`src/rtl/qse_pkg.sv`:
```
package qse_pkg;
    typedef enum logic [1:0] {
        ST_IDLE    = 2'd0,
        ST_COLLECT = 2'd1,
        ST_FLUSH   = 2'd2
    } qse_state_t;
endpackage

```
`src/rtl/qse_edge_regs.sv`:
```
module qse_edge_regs #(
    parameter int DIMS   = 4,
    parameter int BINS   = 8,
    parameter int VAL_W  = 8,
    parameter int DIM_W  = 2,
    parameter int SLOT_W = 3
) (
    input  logic                                clk,
    input  logic                                rst_n,
    input  logic                                wr_en,
    input  logic [DIM_W-1:0]                    wr_dim,
    input  logic [SLOT_W-1:0]                   wr_slot,
    input  logic [VAL_W-1:0]                    wr_data,
    output logic [DIMS*(BINS-1)*VAL_W-1:0]      edges_flat
);
    localparam int SLICE_W = (BINS-1)*VAL_W;

    for (genvar d = 0; d < DIMS; d++) begin : g_dim
        for (genvar s = 0; s < BINS-1; s++) begin : g_slot
            localparam longint unsigned RST_V = ((s + 1) * (64'd1 << VAL_W)) / BINS;
            logic [VAL_W-1:0] edge_q;
            always_ff @(posedge clk) begin
                if (!rst_n)
                    edge_q <= VAL_W'(RST_V);
                else if (wr_en && (wr_dim == DIM_W'(d)) && (wr_slot == SLOT_W'(s)))
                    edge_q <= wr_data;
            end
            assign edges_flat[d*SLICE_W + s*VAL_W +: VAL_W] = edge_q;
        end
    end
endmodule

```
`src/rtl/qse_bin_finder.sv`:
```
module qse_bin_finder #(
    parameter int BINS  = 8,
    parameter int VAL_W = 8,
    parameter int BIN_W = 3
) (
    input  logic [VAL_W-1:0]            value,
    input  logic [(BINS-1)*VAL_W-1:0]   edges,
    output logic [BIN_W-1:0]            bin
);
    always_comb begin
        int cnt;
        cnt = 0;
        for (int s = 0; s < BINS-1; s++) begin
            if (edges[s*VAL_W +: VAL_W] <= value)
                cnt = cnt + 1;
        end
        bin = BIN_W'(cnt);
    end
endmodule

```
`src/rtl/qse_code_gen.sv`:
```
module qse_code_gen #(
    parameter int BINS  = 8,
    parameter int K     = 2,
    parameter int BIN_W = 3
) (
    input  logic [BIN_W-1:0]    bin,
    output logic [BINS*K-1:0]   code
);
    always_comb begin
        code = '0;
        for (int b = 0; b < BINS; b++) begin
            if (bin == BIN_W'(b))
                code[b*K +: K] = '1;
        end
    end
endmodule

```
`src/rtl/quant_sparse_encoder.sv`:
```
module quant_sparse_encoder #(
    parameter int DIMS   = 4,
    parameter int BINS   = 8,
    parameter int K      = 2,
    parameter int VAL_W  = 8,
    parameter int DIM_W  = (DIMS > 1) ? $clog2(DIMS) : 1,
    parameter int SLOT_W = (BINS > 2) ? $clog2(BINS-1) : 1,
    parameter int IDX_W  = $clog2(DIMS*BINS),
    parameter int VEC_W  = DIMS*BINS*K
) (
    input  logic                 clk,
    input  logic                 rst_n,
    input  logic                 cfg_we,
    input  logic [DIM_W-1:0]     cfg_dim,
    input  logic [SLOT_W-1:0]    cfg_slot,
    input  logic [VAL_W-1:0]     cfg_data,
    input  logic                 in_valid,
    output logic                 in_ready,
    input  logic [VAL_W-1:0]     in_value,
    output logic                 busy,
    output logic                 idx_valid,
    output logic [IDX_W-1:0]     idx_value,
    output logic                 idx_last,
    output logic                 vec_valid,
    output logic [VEC_W-1:0]     vec_data
);
    import qse_pkg::*;

    localparam int BIN_W   = (BINS > 1) ? $clog2(BINS) : 1;
    localparam int SLICE_W = (BINS-1)*VAL_W;
    localparam int DCODE_W = BINS*K;

    qse_state_t state_q, state_d;
    logic [DIM_W-1:0]               dim_q;
    logic                           accept;
    logic                           last_dim;
    logic                           cfg_ok;
    logic [DIMS*SLICE_W-1:0]        edges_flat;
    logic [SLICE_W-1:0]             edges_sel;
    logic [BIN_W-1:0]               bin;
    logic [DCODE_W-1:0]             code;
    logic [VEC_W-1:0]               placed;

    assign accept   = in_valid && in_ready;
    assign last_dim = (dim_q == DIM_W'(DIMS-1));
    assign cfg_ok   = cfg_we && (state_q == ST_IDLE);

    qse_edge_regs #(
        .DIMS(DIMS), .BINS(BINS), .VAL_W(VAL_W), .DIM_W(DIM_W), .SLOT_W(SLOT_W)
    ) u_edges (
        .clk(clk), .rst_n(rst_n), .wr_en(cfg_ok), .wr_dim(cfg_dim),
        .wr_slot(cfg_slot), .wr_data(cfg_data), .edges_flat(edges_flat)
    );

    assign edges_sel = edges_flat[dim_q*SLICE_W +: SLICE_W];

    qse_bin_finder #(.BINS(BINS), .VAL_W(VAL_W), .BIN_W(BIN_W)) u_find (
        .value(in_value), .edges(edges_sel), .bin(bin)
    );

    qse_code_gen #(.BINS(BINS), .K(K), .BIN_W(BIN_W)) u_code (
        .bin(bin), .code(code)
    );

    always_comb begin
        placed = '0;
        placed[dim_q*DCODE_W +: DCODE_W] = code;
    end

    // state register
    always_ff @(posedge clk) begin
        if (!rst_n) state_q <= ST_IDLE;
        else        state_q <= state_d;
    end

    // next state
    always_comb begin
        state_d = state_q;
        unique case (state_q)
            ST_IDLE:    if (accept) state_d = last_dim ? ST_FLUSH : ST_COLLECT;
            ST_COLLECT: if (accept && last_dim) state_d = ST_FLUSH;
            ST_FLUSH:   state_d = ST_IDLE;
            default:    state_d = ST_IDLE;
        endcase
    end

    // state outputs
    always_comb begin
        in_ready = 1'b1;
        busy     = 1'b1;
        unique case (state_q)
            ST_IDLE:    busy = 1'b0;
            ST_COLLECT: ;
            ST_FLUSH:   in_ready = 1'b0;
            default:    begin in_ready = 1'b0; busy = 1'b0; end
        endcase
    end

    // datapath
    always_ff @(posedge clk) begin
        if (!rst_n) begin
            dim_q     <= '0;
            idx_valid <= 1'b0;
            idx_value <= '0;
            idx_last  <= 1'b0;
            vec_valid <= 1'b0;
            vec_data  <= '0;
        end else begin
            idx_valid <= accept;
            idx_last  <= accept && last_dim;
            vec_valid <= accept && last_dim;
            if (accept) begin
                idx_value <= IDX_W'(dim_q) * IDX_W'(BINS) + IDX_W'(bin);
                dim_q     <= last_dim ? '0 : dim_q + 1'b1;
                vec_data  <= (dim_q == '0) ? placed : (vec_data | placed);
            end
        end
    end
endmodule

```
`config.mk`:
```
export PLATFORM = sky130hd
export DESIGN_NAME = quant_sparse_encoder
export DESIGN_NICKNAME = d
export VERILOG_FILES = /design/src/rtl/qse_pkg.sv /design/src/rtl/qse_edge_regs.sv /design/src/rtl/qse_bin_finder.sv /design/src/rtl/qse_code_gen.sv /design/src/rtl/quant_sparse_encoder.sv
export SDC_FILE = /design/constraint.sdc
export NUM_CORES = 1
export LEC_CHECK = 0
export CAP_MARGIN = 25
export CORE_ASPECT_RATIO = 1.25
export CORE_MARGIN = 3
export CORE_UTILIZATION = 35
export DETAILED_ROUTE_END_ITERATION = 6
export PLACE_DENSITY = 0.56
export REMOVE_ABC_BUFFERS = 1
export SYNTH_ARGS = -nofsm -noshare
export SYNTH_HDL_FRONTEND = slang
export SYNTH_SLANG_ARGS = --single-unit
```
`constraint.sdc`:
```
create_clock -name clk -period 6.8 [get_ports clk]
set_clock_uncertainty 0.15 [all_clocks]
set_input_delay 0.68 -clock clk [delete_from_list [all_inputs] [get_ports clk]]
set_output_delay 0.68 -clock clk [all_outputs]
set_load 0.03 [all_outputs]
```
== Word-level counts from Yosys, hierarchy flattened ==
Index checks and enable logic that the tools add are counted.

* Memory bits (read-only): 0
* Memories: 0
* Logic and storage cells: 143
* Latch bits: 0
* Register bits after elaboration: 299
* RAM bits: 0
* Output and inout bits: 74
* Input bits: 25

* Bitwise logic cells: 2
* Add/sub/neg operators: 9
* Multiply operators: 1
* Reduce and logical (&&, ||, !) cells: 43
* Shift operators: 3
* Muxes and demuxes: 23
* Magnitude comparators: 7
* Divide/modulo/power cells: 0
* Eq/ne operators: 21

{| class="wikitable"
|+ Operators by type and width
! cell !! count
|-
| 224-bit by 9-bit indexed part select with 56-bit output || 1
|-
| 64-bit bitwise AND || 1
|-
| 64-bit two-way mux || 1
|-
| 64-bit OR || 1
|-
| 16-bit by 34-bit variable shift with 64-bit output (first input constant) || 1
|-
| 16-bit by 34-bit indexed part select with 64-bit output || 1
|-
| 8-bit less-or-equal comparator || 7
|-
| 1-bit logical AND || 35
|-
| 6-bit negator with 34-bit output || 1
|-
| 2-bit two-way mux || 13
|-
| 3-bit equality test (second input constant) || 7
|-
| 3-bit two-way mux || 5
|-
| 3-bit by 2-bit adder with 3-bit output (second input constant) || 4
|-
| 3-bit by 2-bit equality test with 1-bit output (second input constant) || 4
|-
| 2-bit equality test (second input constant) || 4
|-
| 3-bit by 1-bit equality test with 1-bit output (second input constant) || 2
|-
| 2-bit zero test || 3
|-
| 3-bit zero test || 2
|-
| 5-bit by 3-bit adder with 5-bit output || 1
|-
| 2-bit by 3-bit multiplier with 5-bit output (second input constant) || 1
|-
| 2-bit by 1-bit equality test with 1-bit output (second input constant) || 2
|-
| 2-bit != test (second input constant) || 2
|-
| 2-bit one-hot mux with 2 select lines || 1
|-
| 2-bit OR reduction || 2
|-
| other kinds (5) || 7
|}

== Logic depth before layout (Yosys ltp) ==
Gate-level depths: netlist of run 1.

* Depth in word-level cells: 22
* Gate-level depth with buffers: 31
* Mapped depth without buffers: 29

== By module ==
A second synthesis of run 1 with hierarchy kept.

* Cells, all modules: 1373
* Area, all modules: 14194.9 um^2

{| class="wikitable"
|+ Modules (own cells, without submodules)
! module !! area each (um^2) !! cells an instance !! seq. area each (um^2) !! instances
|-
| qse_edge_regs || 8329.2 || 817 || 4484.3 || 1
|-
| quant_sparse_encoder || 4117.7 || 337 || 1501.4 || 1
|-
| qse_bin_finder || 1622.8 || 203 || 0.0 || 1
|-
| qse_code_gen || 125.1 || 16 || 0.0 || 1
|}

== Worst setup path before layout of run 1 ==
No wires, ideal clock.

* Path type: reg2reg
* Start point: register dim_q[1]
* End point: register vec_data[12]
* Setup time: 0.124 ns
* Arrival: 6.089 ns
* Buffers on the path: 2
* Cell stages (with the launch flop): 31
* Period minus slack after synthesis: 6.364 ns
* Required time: 6.526 ns
* Path slack: 0.436 ns
* Path through: dfxtp_1 -> clkbuf_1 -> buf_1 -> mux4_2 -> ha_1 -> nor2b_1 -> o21a_1 -> o21ai_0 -> nand2b_1 -> a21oi_1 -> o21ai_0 -> o21a_1 -> inv_1 -> ha_1 -> nor3_1 -> a22oi_1 -> and2_1 -> ha_1 -> a21boi_1 -> a21o_1 -> ha_1 -> nor2_1 -> nor2_1 -> xor2_1 -> ha_1 -> o31ai_2 -> xnor2_2 -> or3b_1 -> o2111ai_1 -> mux2i_4 -> o21ai_1

* Longest elaborated chain between the ends: 22
* Elaborated cells between the ends (all ways): 45
* Those cells by class: add/sub (7); mul (1); order compare (7); eq/ne (7); shift (3); mux (16); bitwise (2); reduce/logical (2)

{| class="wikitable"
|+ RTL lines
! item !! RTL line !! source
|-
| from (decl) || quant_sparse_encoder.sv:34 || <nowiki>logic [DIM_W-1:0] dim_q;</nowiki>
|-
| from (signal assigned) || quant_sparse_encoder.sv:114 || <nowiki>dim_q <= last_dim ? '0 : dim_q + 1'b1;</nowiki>
|-
| 2-bit by 3-bit multiplier with 5-bit output || quant_sparse_encoder.sv:55 || <nowiki>assign edges_sel = edges_flat[dim_q*SLICE_W +: SLICE_W];</nowiki>
|-
| 224-bit by 9-bit indexed part select with 56-bit output || quant_sparse_encoder.sv:55 ||
|-
| 8-bit less-or-equal comparator || qse_bin_finder.sv:14 || <nowiki>if (edges[s*VAL_W +: VAL_W] <= value)</nowiki>
|-
| 1-bit two-way mux || qse_bin_finder.sv:14 ||
|-
| 1-bit by 1-bit adder with 2-bit output || qse_bin_finder.sv:15 || <nowiki>cnt = cnt + 1;</nowiki>
|-
| 2-bit two-way mux || qse_bin_finder.sv:14 ||
|-
| 2-bit by 1-bit adder with 3-bit output || qse_bin_finder.sv:15 ||
|-
| 3-bit two-way mux || qse_bin_finder.sv:14 ||
|-
| [6 not listed] || -- ||
|-
| 3-bit by 2-bit adder with 3-bit output || qse_bin_finder.sv:15 ||
|-
| 3-bit two-way mux || qse_bin_finder.sv:14 ||
|-
| 3-bit by 1-bit equality test with 1-bit output, or another cell as far along || qse_code_gen.sv:12 || <nowiki>if (bin == BIN_W'(b))</nowiki>
|-
| 2-bit two-way mux || qse_code_gen.sv:12 ||
|-
| 16-bit by 34-bit indexed part select with 64-bit output || quant_sparse_encoder.sv:67 || <nowiki>placed[dim_q*DCODE_W +: DCODE_W] = code;</nowiki>
|-
| 64-bit bitwise AND (no line) || -- ||
|-
| 64-bit OR || quant_sparse_encoder.sv:115 || <nowiki>vec_data <= (dim_q == '0) ? placed : (vec_data | placed);</nowiki>
|-
| 64-bit two-way mux * || quant_sparse_encoder.sv:115 ||
|-
| to (signal assigned) || quant_sparse_encoder.sv:115 ||
|-
| to (decl) || quant_sparse_encoder.sv:25 || <nowiki>output logic [VEC_W-1:0] vec_data</nowiki>
|}

Mark *: on every way between the ends. The rest lies on a longest branch, timed or not.
A chain may end at the register's enable or synchronous reset.

== Worst setup path after layout of run 1 ==
* Start point: register dim_q[0]
* End point: register vec_data[10]

Same word-level chain as after synthesis.

==> results of run 1 <==
[power breakdown]
group,internal (uW),leakage (uW),switching [uW],total [uW]
clock network,1080,0.000516,723,1800
registers,1780,0.00241,19.7,1790
logic,252,0.00355,416,667
total,3100,0.00648,1160,4260
[critical path: stages, from the launching register on]
cell and delay (ps):
dfxtp_4 540, mux4_2 590, ha_1 300, nor2b_1 130, o21a_1 150, o21ai_0 140
nand2b_1 80, a21oi_1 130, o21ai_0 70, o21ai_0 130, inv_1 90, ha_1 210
a22oi_1 240, and2_1 200, ha_1 230, a21boi_1 140, a21o_1 170, ha_1 290
nor2_1 200, nor2_1 110, xor2_1 160, ha_1 170, o31ai_2 80, xnor2_2 330
xor2_2 290, xor2_2 390, nand2_2 140, o21ai_1 150
[synthesized netlist by cell type, types with 3 or more instances]
library cell	count	area, sq um
nor3_1	8	40.0
nand3_1	22	110
nand4_1	6	37.5
nand3b_1	6	45.0
xnor2_4	3	82.6
nor2_1	196	736
nand2b_1	4	25.0
inv_1	27	101
or3_1	3	18.8
o21ai_0	17	85.1
mux2i_1	216	2160
a21o_1	5	37.5
buf_1	10	37.5
and2_1	6	37.5
and3_1	5	31.3
nor2b_1	7	43.8
ha_1	68	851
nor4b_1	5	43.8
nand2_2	4	25.0
a21oi_2	3	26.3
mux2i_4	4	90.1
mux4_2	56	1260
nand2_1	166	623
a21oi_1	29	145
clkbuf_1	72	270
xnor2_1	3	26.3
o21ai_1	59	295
dfxtp_1	299	5990
o21a_1	5	37.5
nor3b_1	4	30.0
[stage by stage]
stage                     setup TNS [ps]  power [uW]  cells  util, %  setup WS [ps]
after floorplan                   -52330        2280   1284        -           -830
after global placement                 0        2490   1912     40.0            465
after detailed placement               0        2500   1913     40.0            375
after CTS                              0        4300   1968     42.8            498
after global routing                   0        4430   1976     43.0           85.0
final                                  0        4260   1976     43.0            656
[area by class of cell]
type	instances	share of cell area, %
Inverter	27	0.640
Clock buffer	38	5.13
Timing Repair Buffer	145	8.00
Sequential cell	299	36.1
Tap cell	492	3.70
Multi-Input combinational cell	958	45.1
Clock inverter	17	1.40
[worst paths after layout]
kind,to,slack [ps],cells past startpoint
worst max-delay path,vec_data[10],660,27
worst min-delay path,vec_data[11],290,2
worst max register to register,vec_data[10],660,27
worst min register to register,vec_data[11],290,2
[flip-flops by register name (all words and copies together), names as in the netlist]
signal,cells
u_edges.g_dim.g_slot.edge_q,224
idx_value,5
dim_q,2
state_q,2
vec_data,64
vec_valid,1
idx_valid,1
[cells in the final DEF, fill, tap and decap left out, drive strengths merged, types with 2 or more instances in the layout]
cell,n
a211o,2
a211oi,4
a21o,5
a21oi,32
a221oi,2
and2,7
and3,5
buf,48
bufinv,5
clkbuf,38
clkdlybuf4s50,97
clkinv,5
clkinvlp,6
dfxtp,299
ha,68
inv,28
mux2i,220
mux4,56
nand2,170
nand2b,4
nand3,22
nand3b,6
nand4,7
nor2,197
nor2b,8
nor3,9
nor3b,5
nor4,5
nor4b,5
o2111ai,2
o211ai,3
o21a,5
o21ai,76
o21bai,2
o31ai,2
or2,2
or3,3
xnor2,8
xor2,4
[routing by layer]
layer | wire (um) | vias up | GRT usage, % | part of all wire, %
li1 | - | 4964 | - | -
met1 | 16400 | 4767 | 22.4 | 46
met2 | 16900 | 240 | 28.7 | 47
met3 | 1940 | 47 | 2.40 | 5.4
met4 | 670 | 2 | 4.09 | 1.9
met5 | 13 | - | 0 | 0.036
[cell families (layout without fill, tap and decap cells)]
family	after synthesis	in the layout	synth area share, %
compound gates	141	141	6.08
xor+xnor	13	13	1.57
fa+ha+maj	69	69	6.21
buf+inv	113	227	3.15
flops	299	299	43.1
mux	277	277	25.4
simple gates	458	458	14.5
==> summary.txt, run 1 <==
Global route
  – Largest net degree at the start of global routing: 109
  – Vias in the first global route: roughly 10,000
  – Overall Global Routing Usage: 16.8%
  – First-pass GRT wire length: 56,300 um
  – Initial antenna violation count: 1
  – Total grt overflow: 0

Yosys
  – Dominant synthesized flop cell: dfxtp_1
  – Post-synthesis area per instance: just over 10 sq um
  – Register area share after synthesis: 43.1%
  – Yosys reg bits: 299
  – Cell count after synthesis: 1,370
  – EDFF count, synth: 0
  – Synth Warn #: 0
  – Mapped cell area: 13,900 sq um
  – Unique masters post-synth: 69
  – Post-synth ARST share: 0%

Floorplanning
  – Area of the die: 42,100 sq um
  – Initial core utilization: a little over a third
  – Core area: 38,600 sq um
  – Row count: 80
  – Die span in y: 229 um
  – Die width: 184 um
  – Number of top-level pins: slightly below 100

STA
  – Hold Slack: 294 ps
  – Worst-Margin Slew: between 1000 and 1500 ps
  – Fin crit share: 90.3%
  – Slew Viols, Final: 0
  – Fin. Hold Viols: 0
  – Worst slew margin: 32.1%
  – Fmax: 163 MHz
  – Unrepaired setup endpoints after global routing: no
  – Final setup viols: 0
  – Final min period: 6140 ps

Worst setup path
  – CP Class: reg2reg
  – Critical R2R Launch: dim_q[0]
  – Critical path startpoint category: flop
  – Crit Path Max Fanout: 16
  – Worst Path Required: between 7000 and 8000 ps
  – CP startpoint: dim_q[0]
  – WP data arrival: roughly 6500 ps
  – Worst Setup End Kind: flop

Power and ir drop
  – Pleak: 0.00648 uW
  – Peak supply drop: between 0.15 and 0.2 mV
  – Pwr dens: ~260 nW/um^2

Placed design
  – I/O Buffers: a little under 100
  – Post-DP HPWL: 24,500 um
  – Placer Congestion: 0.821
  – DP Area: 15,500 sq um

Finish
  – Nets@finish: about 1,600
  – Multi-input logic area: 7490 sq um
  – Area growth syn-to-layout: 19.7%
  – Sequential cell area: 5990 sq um
  – ANT cells: 0
  – Final instance area: 16,600 sq um
  – Fillers: 3,692
  – Layout cells sized above 1: 13.5%

Drt
  – Drt wl/cell: approximately 18 um
  – Vias/cell: 5.07
  – Total Wirelength: 35,900 um
  – Post-DRT Antenna Nets: 0
  – DR iter-0 viols: 529
  – # DRC: 0
  – Vias: ~10,000
  – Pre-antenna DRT Iters: 5

Clocking
  – Root buffer cell: clkbuf_16
  – Cts hold-fix bufs: 0
  – CTS Buf Count: 31
  – Reg clk slew, reported paths: 70 ps
  – CTS tree: built
  – Post-cts resize count: 0
  – Worst skew pair latency: approximately 580 ps
  – Longest Clk Path Bufs: 3
  – CTS H-Tree Depth: 1
  – CTS Sinks: 299
  – Post-CTS setup buffers: 0

Job
  – Max-cap viol count: 0

Hold path
  – Worst Hold Launch: vec_data[11]
  – Worst min-delay path class: reg2reg

Status
  – Status: finished clean
Power figures use the tool's default switching activity.
==> run 2, diff against run 1 <==
CORE_ASPECT_RATIO = 1.75   (was 1.25)
PLACE_DENSITY = 0.52   (was 0.56)
==> run 2 against run 1 <==
  * Power is 4.1% lower
  * Clock-buffer cell count is 3 higher
  * Register-to-register slack worse by 120 ps
  * Non-clock buffer count is 2 lower
  * Final cell count is 0.56% lower
  * Utilization is 0.48 points lower
  * Sequential power hardly changed
  * Cell area is 0.84% lower
  * Via count hardly changed
  * Sequential share of layout area is 0.30 points higher
  * Highest routed layer is now met4
==> summary.txt, run 2 (same netlist as run 1, synthesis figures left out) <==
Drt
  – DR iter-0 viols: 535 (was 529)
  – Post-DRT Antenna Nets: 0 (unchanged)
  – Vias/cell: 5.10 (was 5.07)
  – # DRC: 0 (unchanged)
  – Total Wirelength: 37,200 um (was 35,900 um)
  – Vias: 10,000 (about the same)
  – Drt wl/cell: 18.9 um (was 18.2 um)
  – Pre-antenna DRT Iters: 5 (unchanged)

Worst setup path
  – CP Class: reg2reg (unchanged)
  – CP most frequent cell: ha_1 (unchanged)
  – Worst path max stage delay: 620 ps (was 590 ps)
  – Worst Setup End Kind: flop (unchanged)
  – R2R setup slack: 530 ps (was 660 ps)
  – Crit Path Max Fanout: 21 (was 16)
  – WP data arrival: 6540 ps (was 6490 ps)
  – Slowest cell on crit path: dfxtp_4 (was mux4_2)
  – Critical path startpoint category: flop (unchanged)
  – Worst Path Required: 7080 ps (was 7140 ps)

Finish
  – Nets@finish: 1,551 (was 1,555)
  – Biggest regs: u_edges.g_dim.g_slot.edge_q x224, vec_data x64, idx_value x5 (unchanged)
  – Fillers: 3,754 (was 3,692)
  – Fin cells: 1,965 (was 1,976)
  – Commonest non-fill, non-tap cell in the layout: dfxtp_1 (unchanged)
  – Layout cells sized above 1: 13.0% (was 13.5%)
  – Largest register FFs: 224 (unchanged)
  – Area growth syn-to-layout: 18.7% (was 19.7%)
  – Core Util, Final: 42.5% (was 43.0%)
  – Commonest non-fill, non-tap cells in the layout: dfxtp_1 (297), mux2i_1 (216), nor2_1 (196) (unchanged)
  – Most flop-heavy register: u_edges.g_dim.g_slot.edge_q (unchanged)
  – ANT cells: 0 (unchanged)

STA
  – Fin crit share: 92.2% (was 90.3%)
  – Final setup viols: 0 (unchanged)
  – Final min period: 6270 ps (was 6140 ps)
  – Unrepaired setup endpoints after global routing: no (unchanged)
  – Slew Viols, Final: 0 (unchanged)
  – Fmax: 160 MHz (was 163 MHz)
  – Worst slew margin: 28.5% (was 32.1%)
  – Fin. Hold Viols: 0 (unchanged)
  – Worst-Margin Slew: 1070 ps (was 1010 ps)
  – Worst Slack Setup Final: 532 ps (was 656 ps)

Power and ir drop
  – Pwr dens: 248 nW/um^2 (was 257 nW/um^2)
  – Total power: 4090 uW (was 4260 uW)
  – Pleak: 0.00643 uW (was 0.00648 uW)
  – Peak supply drop: 0.122 mV (was 0.180 mV)

Clocking
  – CTS H-Tree Depth: 1 (unchanged)
  – Post-cts resize count: 0 (unchanged)
  – Worst skew pair latency: 560 ps (was 580 ps)
  – CTS tree: built (unchanged)
  – Reg clk slew, reported paths: 60 ps (was 70 ps)
  – Root buffer cell: clkbuf_16 (unchanged)
  – Longest Clk Path Bufs: 3 (unchanged)
  – CTS Buf Count: 29 (was 31)
  – CTS Sinks: 299 (unchanged)

Placed design
  – I/O Buffers: 98 (unchanged)
  – Post-DP HPWL: 26,000 um (was 24,500 um)
  – Post-placement cell count: 1,907 (was 1,913)
  – Placer Congestion: 0.773 (was 0.821)
  – Pre-CTS setup slack: 267 ps (was 375 ps)

Floorplanning
  – Core area: 38,700 sq um (was 38,600 sq um)
  – Row count: 95 (was 80)
  – Area of the die: 42,200 sq um (was 42,100 sq um)
  – Die span in y: 269 um (was 229 um)
  – Number of top-level pins: 99 (unchanged)
  – Die width: 157 um (was 184 um)
  – Initial core utilization: 35.8% (was 35.9%)

Job
  – Max-cap viol count: 0 (unchanged)

Global route
  – First-pass GRT wire length: 58,300 um (was 56,300 um)
  – Initial antenna violation count: 0 (was 1)
  – Overall Global Routing Usage: 17.4% (was 16.8%)
  – Largest net degree at the start of global routing: 81 (was 109)
  – Vias in the first global route: 10,200 (was 9,956)
  – Total grt overflow: 0 (unchanged)

Status
  – Status: finished clean (unchanged)

Hold path
  – Worst min-delay path class: reg2reg (unchanged)
==> run 2: cell types whose count changed in the layout (fill, tap and decap cells not counted), moves of 2 or more <==
cell        delta
clkinvlp_4     -5
clkbuf_16      -2
bufinv_16      -3
clkbuf_1       +4
buf_4          -2
clkinv_2       +2
==> run 2: timing repair <==
action,in CTS,in global routing
hold buffers,0,0
setup buffers,0,1
hold endpoints to repair,0,0
setup endpoints to repair,0,14
==> run 2: final cells by class <==
cell class | instances | area [sq um] | area share, %
multi-input cells | 958 | 7500 | 45.5
flip-flops and latches | 299 | 5990 | 36.4
repair buffers | 143 | 1310 | 7.97
clock buffers | 41 | 831 | 5.04
well taps | 485 | 607 | 3.68
clock inverters | 12 | 121 | 0.737
inverters | 27 | 106 | 0.645
==> run 2: layer usage <==
metal	routed length, um	global-route usage [%]	part of all wire (%)
met5	0	0	0
met4	786	4.50	2.1
met3	1200	1.83	3.2
met2	20100	33.2	54
met1	15100	20.4	41
==> run 2: power breakdown <==
| group | internal (uW) | leakage, uW | switching (uW) |
|---|---|---|---|
| Sequential | 1770 | 0.00241 | 22.9 |
| Combinational | 250 | 0.00354 | 410 |
| Clock | 927 | 0.000472 | 702 |
| Total | 2950 | 0.00643 | 1130 |
==> run 2: metrics by stage <==
step | hold slack (ps) | area [sq um] | TNS, ps
global placement | 289 | 15500 | 0
floorplan | 283 | 13500 | -52330
finish | 296 | 16500 | 0
detailed placement | 291 | 15500 | 0
global route | 320 | 16500 | 0
CTS | 299 | 16400 | 0
==> run 2: critical path: cells and delay by family, from the launching register on <==
family          cells  cell delay (ps)
flops               1              620
fa+ha+maj           5             1190
buf+inv             2              260
xor+xnor            2              490
compound gates     11             1630
simple gates        6              830
mux                 2              940
==> run 2: path summary, 6_finish.rpt <==
| kind | startpoint | endpoint | cells after the start |
|---|---|---|---|
| hold / removal | vec_data[45] | vec_data[45] | 2 |
| setup / recovery | dim_q[0] | vec_data[31] | 28 |
| hold reg to reg | vec_data[45] | vec_data[45] | 2 |
| setup reg to reg | dim_q[0] | vec_data[31] | 28 |
